===== src/rtl/adc_seq_pkg.sv =====
package adc_seq_pkg;

    typedef enum logic [2:0] {
        S_IDLE,
        S_WAKE,
        S_TRACK,
        S_CONV,
        S_WAIT
    } seq_state_t;

    localparam logic [1:0] MODE_INT = 2'b00;
    localparam logic [1:0] MODE_EXT = 2'b01;

    // group size code -> log2 of the group size
    function automatic logic [2:0] avg_shift(input logic [2:0] sel);
        unique case (sel)
            3'd1:    return 3'd2;
            3'd2:    return 3'd3;
            3'd3:    return 3'd4;
            3'd4:    return 3'd5;
            default: return 3'd0;
        endcase
    endfunction

endpackage


===== src/rtl/adc_cnv_filter.sv =====
module adc_cnv_filter #(
    parameter int CNTW = 4
) (
    input  logic            clk,
    input  logic            rst_n,
    input  logic            cnvst_n,
    output logic [CNTW-1:0] low_cnt,
    output logic            rise,
    output logic            fall
);
    logic prev;

    always_ff @(posedge clk or negedge rst_n) begin
        if (!rst_n) begin
            prev    <= 1'b1;
            low_cnt <= '0;
        end else begin
            prev <= cnvst_n;
            if (cnvst_n)
                low_cnt <= '0;
            else if (low_cnt != '1)
                low_cnt <= low_cnt + 1'b1;
        end
    end

    assign rise = cnvst_n & ~prev;
    assign fall = ~cnvst_n & prev;
endmodule


===== src/rtl/adc_avg_acc.sv =====
module adc_avg_acc
    import adc_seq_pkg::*;
#(
    parameter int DW   = 12,
    parameter int SUMW = DW + 5
) (
    input  logic          clk,
    input  logic          rst_n,
    input  logic          clr,
    input  logic          add,
    input  logic [DW-1:0] din,
    input  logic [2:0]    sel,
    output logic          last,
    output logic [DW-1:0] avg
);
    logic [SUMW-1:0] sum, sum_nx;
    logic [5:0]      cnt, target;
    logic [2:0]      sh;

    always_comb begin
        sh     = avg_shift(sel);
        target = 6'd1 << sh;
        sum_nx = sum + SUMW'(din);
        last   = add && ((cnt + 6'd1) >= target);
        avg    = DW'(sum_nx >> sh);
    end

    always_ff @(posedge clk or negedge rst_n) begin
        if (!rst_n) begin
            sum <= '0;
            cnt <= '0;
        end else if (clr || last) begin
            sum <= '0;
            cnt <= '0;
        end else if (add) begin
            sum <= sum_nx;
            cnt <= cnt + 6'd1;
        end
    end
endmodule


===== src/rtl/adc_res_fifo.sv =====
module adc_res_fifo #(
    parameter int DW    = 12,
    parameter int DEPTH = 8,
    localparam int AW   = (DEPTH > 1) ? $clog2(DEPTH) : 1,
    localparam int CW   = $clog2(DEPTH + 1)
) (
    input  logic          clk,
    input  logic          rst_n,
    input  logic          push,
    input  logic [DW-1:0] din,
    input  logic          pop,
    output logic [DW-1:0] dout,
    output logic          empty,
    output logic [CW-1:0] count
);
    logic [DW-1:0] mem [DEPTH];
    logic [AW-1:0] wr, rd;
    logic          do_push, do_pop;

    assign do_push = push && (count != CW'(DEPTH));
    assign do_pop  = pop && (count != '0);
    assign empty   = (count == '0);
    assign dout    = mem[rd];

    always_ff @(posedge clk) begin
        if (do_push) mem[wr] <= din;
    end

    always_ff @(posedge clk or negedge rst_n) begin
        if (!rst_n) begin
            wr    <= '0;
            rd    <= '0;
            count <= '0;
        end else begin
            if (do_push) wr <= (wr == AW'(DEPTH - 1)) ? '0 : wr + 1'b1;
            if (do_pop)  rd <= (rd == AW'(DEPTH - 1)) ? '0 : rd + 1'b1;
            unique case ({do_push, do_pop})
                2'b10:   count <= count + 1'b1;
                2'b01:   count <= count - 1'b1;
                default: count <= count;
            endcase
        end
    end
endmodule


===== src/rtl/adc_scan_seq.sv =====
module adc_scan_seq
    import adc_seq_pkg::*;
#(
    parameter int NCH          = 4,
    parameter int DW           = 12,
    parameter int FIFO_DEPTH   = 8,
    parameter int MIN_LOW      = 3,
    parameter int ACQ_CYC      = 6,
    parameter int WAKE_CYC     = 2,
    parameter int REF_WAKE_CYC = 5,
    localparam int CHW     = (NCH > 1) ? $clog2(NCH) : 1,
    localparam int FCW     = $clog2(FIFO_DEPTH + 1),
    localparam int LOW_MAX = (MIN_LOW > ACQ_CYC + REF_WAKE_CYC) ? MIN_LOW : ACQ_CYC + REF_WAKE_CYC,
    localparam int LCW     = $clog2(LOW_MAX + 1),
    localparam int WCW     = $clog2(WAKE_CYC + REF_WAKE_CYC + 1)
) (
    input  logic           clk,
    input  logic           rst_n,
    input  logic [1:0]     mode,
    input  logic [NCH-1:0] ch_mask,
    input  logic [2:0]     avg_sel,
    input  logic           ref_on,
    input  logic           cnvst_n,
    input  logic           cs_n,
    output logic           conv_start,
    output logic [CHW-1:0] conv_ch,
    input  logic           conv_done,
    input  logic [DW-1:0]  conv_data,
    input  logic           fifo_rd,
    output logic [DW-1:0]  fifo_dout,
    output logic           fifo_empty,
    output logic [FCW-1:0] fifo_count,
    output logic           eoc_n,
    output logic           busy,
    output logic           proto_err
);
    seq_state_t     state, state_n;
    logic [WCW-1:0] wcnt, wcnt_n, wake_len;
    logic [CHW-1:0] ptr, ptr_n, ptr_inc;
    logic [LCW-1:0] low_cnt, acq_len;
    logic           rise, fall, cs_prev, eoc_q, proto_q;
    logic           acc_clr, acc_add, acc_last, push, finish, start_int, more_above;
    logic [DW-1:0]  avg_val;

    // lowest requested channel at or after 'from', wrapping
    function automatic logic [CHW-1:0] next_req(input logic [NCH-1:0] m, input logic [CHW-1:0] from);
        logic [CHW-1:0] r;
        logic           found;
        r     = from;
        found = 1'b0;
        for (int i = 0; i < NCH; i++) begin
            int idx;
            idx = (int'(from) + i) % NCH;
            if (!found && m[idx]) begin
                r     = CHW'(idx);
                found = 1'b1;
            end
        end
        return r;
    endfunction

    adc_cnv_filter #(.CNTW(LCW)) u_filt (
        .clk(clk), .rst_n(rst_n), .cnvst_n(cnvst_n),
        .low_cnt(low_cnt), .rise(rise), .fall(fall)
    );

    adc_avg_acc #(.DW(DW)) u_acc (
        .clk(clk), .rst_n(rst_n), .clr(acc_clr), .add(acc_add),
        .din(conv_data), .sel(avg_sel), .last(acc_last), .avg(avg_val)
    );

    adc_res_fifo #(.DW(DW), .DEPTH(FIFO_DEPTH)) u_fifo (
        .clk(clk), .rst_n(rst_n), .push(push), .din(avg_val),
        .pop(fifo_rd), .dout(fifo_dout), .empty(fifo_empty), .count(fifo_count)
    );

    always_comb begin
        wake_len  = ref_on ? WCW'(WAKE_CYC) : WCW'(WAKE_CYC + REF_WAKE_CYC);
        acq_len   = ref_on ? LCW'(ACQ_CYC) : LCW'(ACQ_CYC + REF_WAKE_CYC);
        start_int = (mode == MODE_INT) && rise && (low_cnt >= LCW'(MIN_LOW)) && (|ch_mask);
        ptr_inc   = CHW'((int'(ptr) + 1) % NCH);
        more_above = 1'b0;
        for (int i = 0; i < NCH; i++)
            if (i > int'(ptr) && ch_mask[i]) more_above = 1'b1;
    end

    // next-state and datapath control
    always_comb begin
        state_n = state;
        wcnt_n  = wcnt;
        ptr_n   = ptr;
        acc_clr = 1'b0;
        acc_add = 1'b0;
        push    = 1'b0;
        finish  = 1'b0;
        unique case (state)
            S_IDLE: begin
                if (mode != MODE_EXT) begin
                    ptr_n   = '0;
                    acc_clr = 1'b1;
                end
                if (start_int) begin
                    ptr_n   = next_req(ch_mask, '0);
                    wcnt_n  = wake_len;
                    state_n = S_WAKE;
                end else if (mode == MODE_EXT && fall && (|ch_mask)) begin
                    ptr_n   = next_req(ch_mask, ptr);
                    state_n = S_TRACK;
                end
            end
            S_WAKE: begin
                if (wcnt <= WCW'(1)) state_n = S_CONV;
                else                 wcnt_n  = wcnt - 1'b1;
            end
            S_TRACK: begin
                if (rise) state_n = (low_cnt >= acq_len) ? S_CONV : S_IDLE;
            end
            S_CONV: state_n = S_WAIT;
            S_WAIT: begin
                if (conv_done) begin
                    acc_add = 1'b1;
                    if (acc_last) begin
                        push  = 1'b1;
                        ptr_n = next_req(ch_mask, ptr_inc);
                    end
                    if (mode == MODE_EXT || (acc_last && !more_above)) begin
                        state_n = S_IDLE;
                        finish  = 1'b1;
                    end else begin
                        state_n = S_CONV;
                    end
                end
            end
            default: state_n = S_IDLE;
        endcase
    end

    // state register
    always_ff @(posedge clk or negedge rst_n) begin
        if (!rst_n) begin
            state   <= S_IDLE;
            wcnt    <= '0;
            ptr     <= '0;
            eoc_q   <= 1'b0;
            proto_q <= 1'b0;
            cs_prev <= 1'b1;
        end else begin
            state   <= state_n;
            wcnt    <= wcnt_n;
            ptr     <= ptr_n;
            cs_prev <= cs_n;
            proto_q <= fall && !mode[1] && (state != S_IDLE);
            if (finish)
                eoc_q <= 1'b1;
            else if ((!cs_n && cs_prev) || fall)
                eoc_q <= 1'b0;
        end
    end

    // outputs
    always_comb begin
        conv_start = (state == S_CONV);
        conv_ch    = ptr;
        busy       = (state != S_IDLE);
        eoc_n      = !eoc_q;
        proto_err  = proto_q;
    end
endmodule


===== config.mk =====
export PLATFORM = sky130hd
export DESIGN_NAME = adc_scan_seq
export DESIGN_NICKNAME = d
export VERILOG_FILES = /design/src/rtl/adc_seq_pkg.sv /design/src/rtl/adc_cnv_filter.sv /design/src/rtl/adc_avg_acc.sv /design/src/rtl/adc_res_fifo.sv /design/src/rtl/adc_scan_seq.sv
export SDC_FILE = /design/constraint.sdc
export NUM_CORES = 1
export LEC_CHECK = 0
export BUFFER_PORTS_ARGS = -buffer_cell sky130_fd_sc_hd__clkbuf_2
export CORE_MARGIN = 8
export CORE_UTILIZATION = 30
export CTS_BUF_LIST = sky130_fd_sc_hd__clkbuf_2 sky130_fd_sc_hd__clkbuf_4 sky130_fd_sc_hd__clkbuf_8
export CTS_CLUSTER_SIZE = 30
export DETAILED_ROUTE_END_ITERATION = 8
export GPL_TIMING_DRIVEN = 0
export SYNTH_ARGS = -nofsm -noshare
export SYNTH_HDL_FRONTEND = slang
export SYNTH_HIERARCHICAL = 1
export SYNTH_SLANG_ARGS = --single-unit

===== constraint.sdc =====
create_clock -name clk -period 4.9 [get_ports clk]
set_input_delay 0.735 -clock clk [delete_from_list [all_inputs] [get_ports clk]]
set_output_delay 0.735 -clock clk [all_outputs]
set_load 0.03 [all_outputs]

-- Word level (Yosys, flattened, before mapping)
Memory sizes are Yosys's and may differ from the RTL's.
Index checks and enable logic that the tools add are counted.
- register bits after elaboration: 49
- latch bits: 0
- bits in writable memories: 96
- bits in read-only memories: 0
- bits of input ports: 28
- output and inout bits: 23
- logic and storage cells: 250
- memories: 1
- memories (memory ; words ; width ; rd ports ; clocked after memory_dff ; write ports ; RTL line ; text):
    u_fifo.mem ; 8 ; 12 ; 1 ; 0 ; 1 ; adc_res_fifo.sv:16 ; logic [DW-1:0] mem [DEPTH];
- $add $sub $neg: 14
- $mul: 0
- divide/modulo/power cells: 0
- order comparisons: 15
- equality and inequality tests: 25
- shift-type cells: 2
- muxes and demuxes: 109
- bitwise operators: 10
- reductions and logical operators: 61
- operator list (operator ; number):
    1-bit two-way mux ; 65
    17-bit two-way mux ; 2
    2-bit two-way mux ; 15
    3-bit two-way mux ; 10
    1-bit logical AND ; 24
    3-bit by 4-bit less-than comparator with 1-bit output, second input constant ; 6
    17-bit by 12-bit adder with 17-bit output ; 1
    17-bit by 3-bit right shift with 12-bit output ; 1
    3-bit case mux with 5 select lines ; 1
    1-bit binary-select mux with 2-bit select ; 7
    1-bit logical NOT ; 13
    3-bit by 2-bit equality test with 1-bit output, second input constant ; 4
    3-bit equality test, second input constant ; 4
    4-bit two-way mux ; 3
    6-bit two-way mux ; 2
    2-bit != test, second input constant ; 6
    4-bit != test, second input constant ; 3
    3-bit case mux with 4 select lines ; 1
    2-bit nonzero test ; 6
    2-bit OR reduction ; 6
    2-bit adder, second input constant ; 4
    4-bit by 1-bit adder with 4-bit output, second input constant ; 2
    4-bit case mux with 2 select lines ; 1
    3-bit by 1-bit adder with 3-bit output, second input constant ; 2
    33 further kinds ; 47

-- Depth between registers and ports, before layout
- depth after elaboration: 26
- gate-level depth with buffers: 20
- depth with buffers taken out: 18

-- Cells and area by module
Netlist, hierarchy kept.
- by module, submodules not included (module ; instances ; cells an instance ; area an instance (um2) ; sequential area each (um2)):
    adc_res_fifo ; 1 ; 208 ; 4394.2 ; 3133.0
    adc_avg_acc ; 1 ; 359 ; 2637.5 ; 575.6
    adc_scan_seq ; 1 ; 137 ; 1177.4 ; 276.5
    adc_cnv_filter ; 1 ; 22 ; 252.7 ; 126.4

-- Worst setup path before layout
No wires, ideal clock.
- path type: input to register
- start point: input avg_sel[2]
- end point: register u_fifo.count[3]
- setup time: 0.134 ns
- arrival: 4.421 ns
- data required time: 4.766 ns
- path slack: 0.346 ns
- cell stages on the path: 19
- path buffers: 3
- path through: clkbuf_1 > buf_1 > clkbuf_1 > nand2_1 > nand2_1 > ha_1 > nor2_1 > a21boi_1 > o21a_1 > o21a_1 > o21a_1 > o21a_1 > and2_1 > o21ai_4 > ha_1 > ha_1 > or4b_2 > o311ai_0 > o211ai_1
- cells in the longest elaborated chain, start to end: 11
- elaborated cells on any way between the ends: 16
- those cells by class: 1 x order compare; 6 x eq/ne; 1 x shift; 5 x mux; 3 x reduce/logical
- RTL lines (element ; RTL line ; text):
    start, declared ; adc_scan_seq.sv:21 ; input logic [2:0] avg_sel,
    3-bit equality test, or another cell as far along ; adc_seq_pkg.sv:16 ; unique case (sel)
    3-bit case mux with 4 select lines * ; adc_seq_pkg.sv:16 ;
    1-bit by 3-bit left shift with 6-bit output * ; adc_avg_acc.sv:22 ; target = 6'd1 << sh;
    6-bit >= comparator * ; adc_avg_acc.sv:24 ; last = add && ((cnt + 6'd1) >= target);
    1-bit logical AND * ; adc_avg_acc.sv:24 ;
    net acc_last ; adc_scan_seq.sv:42 ; logic acc_clr, acc_add, acc_last, push, finish, start_int, more_above;
    1-bit two-way mux * ; adc_scan_seq.sv:122 ; if (acc_last) begin
    1-bit two-way mux * ; adc_scan_seq.sv:120 ; if (conv_done) begin
    1-bit two-way mux * ; adc_scan_seq.sv:96 ; unique case (state)
    net push ; adc_scan_seq.sv:42 ;
    1-bit logical AND * ; adc_res_fifo.sv:20 ; assign do_push = push && (count != CW'(DEPTH));
    2-bit by 1-bit equality test with 1-bit output or 2-bit equality test (tied branches) ; adc_res_fifo.sv:37 ; unique case ({do_push, do_pop})
    4-bit case mux with 2 select lines or 2-bit nonzero test (tied branches) ; -- ;
    end signal, assigned ; adc_res_fifo.sv:38 ; 2'b10: count <= count + 1'b1;
    end signal, assigned ; adc_res_fifo.sv:39 ; 2'b01: count <= count - 1'b1;
    end signal, assigned ; adc_res_fifo.sv:40 ; default: count <= count;
    end, declared ; adc_res_fifo.sv:14 ; output logic [CW-1:0] count
Mark *: on every way through the listed nets, which the timed path passes. The rest lies on a longest branch.
A chain may end at the register's enable or synchronous reset.

-- Final worst setup path
- start point: input avg_sel[0]
- end point: register u_fifo.count[3]
Same word-level chain as after synthesis.

==> impl_metrics.yaml <==
outcome:
  status: "complete, no violations"
route:
  routed_wl_um: 20500
  drc: 0
  wl_per_cell_um: 17.3
  wl_met2_um: 9950
  firstDrtPassIters: 5
  vias: 6147
  top_layer: "met4"
  ant_nets: 0
  first_iter_violations: 504
  route.met3.wl_um: 1140
  wl_met1_um: 9250
  drt-vias-per-instance: 5.17
global_routing:
  grt_pass1_wl_um: 32900
  antenna_found_initial: 0
  grt_overflow: 0
  first_global_vias: 6003
  gr-usage-all-layers: 0.123
  grt_max_degree: 50
synthesis:
  ys_warn_count: 6
  synth.mux.area_fraction: 0.118
  avgSynthCellArea_sq_um: 11.7
  ys_async_sr_fraction: 0.338
  synth_xor_area_frac: 0.0223
  synth_edf_count: 96
  ys_ff_latch: 145
  synthSimpleGateAreaFrac: 0.132
  yosys.area_share.adder: 0.0550
  synth_top_area_cell: "edfxtp_1"
  synth_area_leaders: "edfxtp_1 34%, dfrtp_1 14%, mux4_1 7.1%, ha_1 5.0%, nand2_1 3.8%"
  synth_top_family_by_area: "compound AO/OA/AOI/OAI gates"
  synth_top_area_frac: 0.341
  ys_seq_area_frac: 0.486
  synth_nets: 790
  synth_cell_types: 94
  synth-main-ff-cell: "edfxtp_1"
  syn_inst: 726
  synth_area_sq_um: 8460
  synth-compound-area-share: 0.156
power:
  p_leak_nw: 3.73
  p_total_mw: 5.42
  vdd_drop_max_uv: 375
  power.density_nw_per_um2: 559
place:
  place_hpwl_um: 14800
  port_buffers: 47
  preCtsSetupSlack_ns: -0.354
  gp_congestion: 0.891
finish:
  post-route-util: 0.349
  nets: 862
  drive_above_1_share: 0.202
  syn_to_final_growth_pct: 14.6
  diodes: 0
setup_path:
  path_class: "in2reg"
  end_kind: "register"
  cp_data_arrival_time_ns: 4.96
  cp_max_fo: 10
  cp-start-kind: "input pin"
  crit_required_ns: 5.23
clock_network:
  post_cts_buffers: 0
  clock-sinks: 145
  clock_path_buffers: 2
  cts_buffers: 17
  tritoncts: "built"
  clk_latency_ns: 0.46
  htree_levels: 4
  cts_root_buf: "clkbuf_8"
  clk_pin_slew_worst_paths_ns: 0.11
sta:
  rsz0062_at_grt: "no"
  clock.fmax_ghz: 0.216
  tightest_slew_ns: 1.35
  finalCritPeriodShare: 0.944
  fin_crit_ns: 4.63
  fin_worst_skew_ns: 0.0289
  report.final.slew_viol_count: 0
  finalSetupViolCount: 0
  finalHoldViolCount: 0
  slew_headroom: 0.0977
  fin_hold_ws_ns: 0.363
  worst_slack_ns: 0.272
floorplan:
  start_util: 0.305
  core-area_sq_um: 27800
  rows: 61
  io_pins: 51
  die_h_um: 184
  die_area_sq_um: 33800
  dieWidth_um: 184
flow_run:
  drv_cap: 0
min_path:
  hold_path.class: "in2async"
through the flow:
stage          std cells  setup TNS (ns)  cell area, sq um
2_1_floorplan        726               0              8460
3_3_place_gp        1151          -37.99              9170
3_5_place_dp        1157          -0.354              9260
4_1_cts             1189               0              9680
5_1_grt             1189               0              9700
6_report            1189               0              9700
where the power goes:
group / total [mW] / internal, mW / switching (mW) / leakage, nW
Combinational: 2.73 / 0.992 / 1.73 / 2.03
Clock: 0.979 / 0.396 / 0.583 / 0.206
Sequential: 1.72 / 1.58 / 0.134 / 1.49
Total: 5.42 / 2.97 / 2.45 / 3.73
placed cells by master, fill, tap and decap left out, types with 7 or more instances in the layout:
cell      instances
a21o_1            8
a21oi_1          42
a31oi_1           9
buf_6            10
clkbuf_1         21
clkbuf_2         50
clkbuf_8         17
dfrtp_1          47
edfxtp_1         96
ha_1             34
inv_1            17
mux2_2           18
mux2i_1           7
mux4_1           23
nand2_1          85
nand2b_1          9
nand3_1          15
nor2_1           42
nor2b_1          11
nor3_1           10
o211ai_1          8
o21ai_0          39
o31ai_1          12
xor2_1           11
final cells by class:
cell class                      count  area, sq um
Multi-Input combinational cell    523         4120
Sequential cell                   145         4110
Timing Repair Buffer               54          313
Buffer                             36          181
Tap cell                          378          473
Inverter                           21         82.6
Clock buffer                       17          234
Fill cell                        2791        18100
Clock inverter                     15          185
metal layers:
layer | up-vias | GRT usage
li1 | 2944 | -
met1 | 2991 | 0.160
met2 | 195 | 0.206
met3 | 17 | 0.0243
met4 | 0 | 0.0345
met5 | - | 0
repair_timing:
item                                    4_1_cts  5_1_grt
gates resized for setup                       0        6
hold buffers                                  0        0
endpoints found under the setup margin        0        1
endpoints found under the hold margin         0        0
cell families (layout without fill, tap and decap cells):
| group | after synthesis | after routing |
|---|---|---|
| simple gates | 224 | 224 |
| compound gates | 190 | 190 |
| flops | 145 | 145 |
| buf+inv | 58 | 143 |
| mux | 54 | 54 |
| fa+ha+maj | 36 | 36 |
| xor+xnor | 19 | 19 |
critical path: stages:
cell and delay [ns]:
clkbuf_2 0.18, nor2_1 0.63, nand2_1 0.21, nand2_1 0.13, ha_1 0.22, nor2_1 0.09, a21boi_1 0.07, o21a_1 0.16
o21a_1 0.18, o21a_1 0.17, o21a_1 0.19, and2_1 0.20, o21ai_4 0.16, ha_1 0.38, ha_1 0.35, or4b_2 0.64
o311ai_0 0.12, o211ai_1 0.13
flip-flops by register name, indices dropped and copies added (netlist names):
name / flops
cs_prev: 1
u_fifo/wr: 3
proto_err: 1
state: 3
eoc_q: 1
conv_ch: 2
u_acc/sum: 17
u_acc/cnt: 6
u_filt/prev: 1
u_filt/low_cnt: 4
u_fifo/rd: 3
u_fifo/count: 4
u_fifo/mem: 96
wcnt: 3
final timing paths:
kind,slack (ns),startpoint,depth (start not counted),endpoint
setup reg to reg,0.78,u_acc/cnt[0],15,u_fifo/count[3]
hold reg to reg,0.50,u_acc/sum[10],2,u_acc/sum[10]
setup / recovery,0.27,avg_sel[0],18,u_fifo/count[3]
max in group asynchronous,3.99,rst_n,1,wcnt[1]
min in group clk,0.39,cs_n,1,cs_prev
hold / removal,0.36,rst_n,1,u_acc/sum[9]
synthesized netlist by cell type, types with 6 or more instances:
| cell | instances |
|---|---|
| a21o_1 | 8 |
| a21oi_1 | 42 |
| a31oi_1 | 9 |
| and3_1 | 6 |
| buf_2 | 6 |
| clkbuf_1 | 24 |
| dfrtp_1 | 47 |
| edfxtp_1 | 96 |
| ha_1 | 34 |
| inv_1 | 17 |
| mux2_2 | 18 |
| mux2i_1 | 7 |
| mux4_1 | 23 |
| nand2_1 | 85 |
| nand2b_1 | 9 |
| nand3_1 | 15 |
| nor2_1 | 43 |
| nor2b_1 | 11 |
| nor3_1 | 14 |
| o211ai_1 | 8 |
| o21a_1 | 6 |
| o21ai_0 | 39 |
| o22ai_1 | 6 |
| o31ai_1 | 12 |
| xor2_1 | 11 |
Power figures use the tool's default switching activity.
